[src/rtl/nest_irq_ctrl.sv]
module nest_irq_ctrl #(
  parameter int NSRC = 13,
  parameter int DEPTH = 4,
  parameter logic [15:0] BASE = 16'hFFE0
) (
  input  logic            clk,
  input  logic            rst_n,
  input  logic [NSRC-1:0] irq_req,
  input  logic            top_req,
  input  logic            trap_req,
  input  logic            wr_en,
  input  logic [3:0]      wr_idx,
  input  logic [1:0]      wr_lvl,
  input  logic [1:0]      cur_lvl,
  input  logic            insn_end,
  input  logic            ack,
  input  logic            iret,
  output logic            take,
  output logic [15:0]     vec_addr,
  output logic [1:0]      new_lvl,
  output logic            ret_valid,
  output logic [1:0]      ret_lvl,
  output logic            stk_err
);
  localparam int IW = $clog2(NSRC + 3);
  localparam int DW = $clog2(DEPTH + 1);
  localparam int AW = $clog2(DEPTH);
  localparam logic [IW-1:0] TOP_IDX  = IW'(NSRC);
  localparam logic [IW-1:0] TRAP_IDX = IW'(NSRC + 1);

  logic [1:0]    prio [NSRC];
  logic [1:0]    stk  [DEPTH];
  logic [DW-1:0] depth;
  logic          hit;
  logic [IW-1:0] win_idx;
  logic [1:0]    win_lvl;

  wire full  = (depth == DW'(DEPTH));
  wire empty = (depth == '0);
  wire [AW-1:0] top_ptr = AW'(depth - 1'b1);

  always_comb begin
    hit = 1'b0;
    win_idx = '0;
    win_lvl = 2'd0;
    for (int i = 0; i < NSRC; i++) begin
      if (irq_req[i] && prio[i] > cur_lvl && (!hit || prio[i] >= win_lvl)) begin
        hit = 1'b1;
        win_idx = IW'(i);
        win_lvl = prio[i];
      end
    end
    if (top_req && cur_lvl != 2'd3) begin
      hit = 1'b1;
      win_idx = TOP_IDX;
      win_lvl = 2'd3;
    end
    if (trap_req) begin
      hit = 1'b1;
      win_idx = TRAP_IDX;
      win_lvl = 2'd3;
    end
  end

  assign take      = insn_end && hit;
  assign vec_addr  = BASE + {{(15-IW){1'b0}}, win_idx, 1'b0};
  assign new_lvl   = win_lvl;
  assign ret_valid = iret && !ack && !empty;
  assign ret_lvl   = empty ? cur_lvl : stk[top_ptr];

  always_ff @(posedge clk) begin
    if (!rst_n) begin
      depth   <= '0;
      stk_err <= 1'b0;
      for (int i = 0; i < NSRC; i++) prio[i] <= 2'd3;
    end else begin
      if (wr_en && int'(wr_idx) < NSRC && wr_lvl != 2'd0)
        prio[wr_idx] <= wr_lvl;
      if (ack) begin
        if (full) stk_err <= 1'b1;
        else      depth   <= depth + 1'b1;
      end else if (iret) begin
        if (empty) stk_err <= 1'b1;
        else       depth   <= depth - 1'b1;
      end
    end
  end

  always_ff @(posedge clk) begin
    if (rst_n && ack && !full) stk[AW'(depth)] <= cur_lvl;
  end

  assert_take_at_boundary_R1: assert property (@(posedge clk) disable iff (!rst_n)
    take |-> insn_end);
  assert_level_rises_R2: assert property (@(posedge clk) disable iff (!rst_n)
    (take && !trap_req) |-> (new_lvl > cur_lvl));
  assert_trap_wins_R7: assert property (@(posedge clk) disable iff (!rst_n)
    (insn_end && trap_req) |-> (take && vec_addr == 16'hFFFC && new_lvl == 2'd3));
  assert_push_grows_R9: assert property (@(posedge clk) disable iff (!rst_n)
    (ack && !full) |=> (depth == $past(depth) + 1'b1));
  assert_empty_return_flags_R10: assert property (@(posedge clk) disable iff (!rst_n)
    (iret && !ack && empty) |=> stk_err);
  assert_err_sticky_R10: assert property (@(posedge clk) disable iff (!rst_n)
    stk_err |=> stk_err);
  assert_no_overflow_R11: assert property (@(posedge clk) disable iff (!rst_n)
    depth <= DW'(DEPTH));
  assert_simultaneous_no_return_R12: assert property (@(posedge clk) disable iff (!rst_n)
    (ack && iret) |-> !ret_valid);
endmodule

[config.mk]
export PLATFORM = sky130hd
export DESIGN_NAME = nest_irq_ctrl
export DESIGN_NICKNAME = d
export VERILOG_FILES = /design/src/rtl/nest_irq_ctrl.sv
export SDC_FILE = /design/constraint.sdc
export NUM_CORES = 1
export LEC_CHECK = 0
export ABC_AREA = 1
export BUFFER_PORTS_ARGS = -buffer_cell sky130_fd_sc_hd__buf_2
export CORE_MARGIN = 2
export CORE_UTILIZATION = 59
export CTS_CLUSTER_SIZE = 10
export DETAILED_ROUTE_END_ITERATION = 12
export PLACE_DENSITY = 0.83
export SYNTH_ARGS = -nofsm -noshare
export SYNTH_HDL_FRONTEND = slang
export SYNTH_SLANG_ARGS = --single-unit
export TNS_END_PERCENT = 5
[constraint.sdc]
create_clock -name clk -period 17.8 [get_ports clk]
set_clock_uncertainty 0.2 [all_clocks]
set_input_delay 2.67 -clock clk [delete_from_list [all_inputs] [get_ports clk]]
set_output_delay 2.67 -clock clk [all_outputs]
set_load 0.03 [all_outputs]
==> reports/metrics.cfg <==
[global_route]
grt_util_all_layers=0.234
grt_max_degree=18
grt_overflow=0
grt_pass1_vias=3259
antenna_found_initial=0
grt_pass1_wl_um=13600

[yosys]
synth_most_common_cell=nand2_1
synth-xor-area-share=0.00233
yosys-top-cells-area=edfxtp_1, ha_1, nand2_1, inv_1, nor2_1
synth_top_family_by_area=simple AND/OR/NAND/NOR gates
synthCells=512
ys_top_cells_by_count=nand2_1, inv_1, ha_1, nor2_1, edfxtp_1
synth_fa_ha_area_frac=0.173
ys_types=36
synthArstFlopShare=0
synth-simple-area-share=0.301
synth-seq-cells=38
synth_ff_type=edfxtp_1
synth-edff-count=34
synth.mux.area_fraction=0
synth_top_area_cell=edfxtp_1
synth_area_um2=3760
yosysWarnings=0
synth_compound_area_frac=0.109
yosys.area.top_type_share=0.272
seq_area_frac_synth=0.293
avgSynthCellArea_um2=7.34

[finish]
nets=648
fill_cells=479
design_area_um2=4480
drive_above_1_share=0.299
antenna_cells=0
synthToLayoutAreaGrowth_pct=19.2

[worst_setup_path]
arrival_ns=14.59
slowest_delay_ns=0.43
r2r_cells=6
cp-start-kind=input port
r2r-end=stk[2][0]
critPathCaptureType=output port
worst-setup-path-type=input port to output port
path_max_fanout=5
required_ns=14.93
crit_slowest_cell=or3b_4
reg2reg_from=depth[0]
r2r_slack_ns=15.57
cpMostUsedCell=nand2_2

[timing]
max_slew_margin=0.652
final-max-slew-violation-count=0
setup_viol=0
fmax_mhz=57.3
hold_ws_ns=0.257
fin_crit_sh=0.981
fin_crit_ns=17.46
setup_slack_ns=0.339
tightest_slew_ns=0.516
finalHoldViolCount=0

[floorplan]
chipWidth_um=83.8
row_count=29
core_um2=6240
dieArea_um2=7020
start_util=0.602
ioPinCount=52
fp.dieH_um=83.8

[min_path]
hold_class=register to register
whs_path_depth=2
min_from=stk_err
worst_hold_path.endpoint=stk_err

[drt]
drc=0
vias=3559
final_antenna_net_count=0
wl_um=9220
wl_per_cell_um=14.3
drtPass1Iterations=4
drtIter0Drc=165
viasPerCell=5.52

[pwr]
total_leakage_power_uw=0.00221
finalPower_uw=351
peakVddDrop_uv=62.8
p_per_area_nw_per_um2=78.5

[clock_tree]
clk_path_buf_depth=2
cts_sinks=38
root_buffer=clkbuf_8
cts_buffers=5
cts_tree=built
htree_levels=2
clock_latency_ns=0.29
clkTransAtPathRegs_ns=0.07
cts_hold_buf=0

[place]
hpwl_um=6300
dpl_worst_slack_ns=-0.238
gp_congestion=0.863
place_area_um2=4000
port_buffers=39

[job]
maxCapViolCount=0

[run_status]
status=completed

worst max path at each step:
stage	start	to	cells after the start
finish	cur_lvl[1]	vec_addr[1]	102
global route	cur_lvl[1]	vec_addr[1]	100
CTS	cur_lvl[1]	vec_addr[4]	97
detailed placement	cur_lvl[1]	vec_addr[4]	98
global placement	cur_lvl[1]	vec_addr[3]	101
floorplan	cur_lvl[1]	vec_addr[2]	96
cells in the final DEF (no fill, tap or decap), types with 3 or more instances in the layout:
cell and n:
a21oi_1 25, a21oi_2 5, and2_4 4, buf_2 35, buf_4 16, clkbuf_8 5, conb_1 12, dfxtp_1 4
edfxtp_1 34, ha_1 46, ha_4 6, inv_1 79, inv_2 10, nand2_1 91, nand2_2 30, nand2_4 14
nand3_1 19, nand3_2 12, nor2_1 44, nor2_2 4, nor3_1 3, o21ai_0 26, o21ai_1 3, o21ai_2 10
or2_2 6
critical path, delay by kind of cell:
family | cells | cell delay, ns
AND/OR/NAND/NOR | 48 | 4.68
adder cells (fa/ha/maj) | 13 | 3.39
AO/OA/AOI/OAI | 22 | 2.34
buffers and inverters | 19 | 1.46
routing by layer:
metal | part of all wire | vias up | global-route usage
met4 | 0.033 | 0 | 0.0850
li1 | - | 1744 | -
met3 | 0.045 | 33 | 0.0297
met1 | 0.40 | 1688 | 0.279
met5 | 0 | - | 0
met2 | 0.52 | 94 | 0.428
cell type report:
cell class / instances / area, um^2 / area share
Inverter: 92 / 350 / 0.0783
Sequential cell: 38 / 1100 / 0.246
Clock inverter: 3 / 16.3 / 0.00363
Tap cell: 77 / 96.3 / 0.0215
Multi-Input combinational cell: 377 / 2520 / 0.564
Timing Repair Buffer: 53 / 318 / 0.0710
Clock buffer: 5 / 68.8 / 0.0154
flip-flops by register name, indices dropped and copies added (netlist names):
register,cells
prio,26
stk,8
depth,3
stk_err,1
power by group:
group	switching [uW]	leakage (uW)	total (uW)	internal (uW)
Sequential	4.04	0.000367	107	103
Clock	29.6	0.0000416	56.4	26.8
Combinational	115	0.00180	188	73.4
metrics by stage:
| stage | cells | util | TNS [ns] |
|---|---|---|---|
| 2_1_floorplan | 522 | - | 0 |
| 3_3_place_gp | 625 | 0.641 | 0 |
| 3_5_place_dp | 625 | 0.641 | -0.944 |
| 4_1_cts | 634 | 0.660 | 0 |
| 5_1_grt | 645 | 0.717 | -2.24 |
| 6_report | 645 | 0.717 | 0 |
what timing repair did:
action                                  in CTS  in global routing
endpoints found under the setup margin       6                  6
gates resized for setup                     10                 71
pin swaps                                    3                 32
setup buffers                                1                 11
endpoints found under the hold margin        0                  0
cells by family (layout without fill, tap and decap cells):
logic type | Yosys count | after routing
AND/OR/NAND/NOR | 237 | 237
buffers and inverters | 107 | 153
AO/OA/AOI/OAI | 75 | 75
adder cells (fa/ha/maj) | 52 | 52
flip-flops | 38 | 38
other | 2 | 12
XOR/XNOR | 1 | 1
Note: power is estimated with default switching activity, not from simulation.
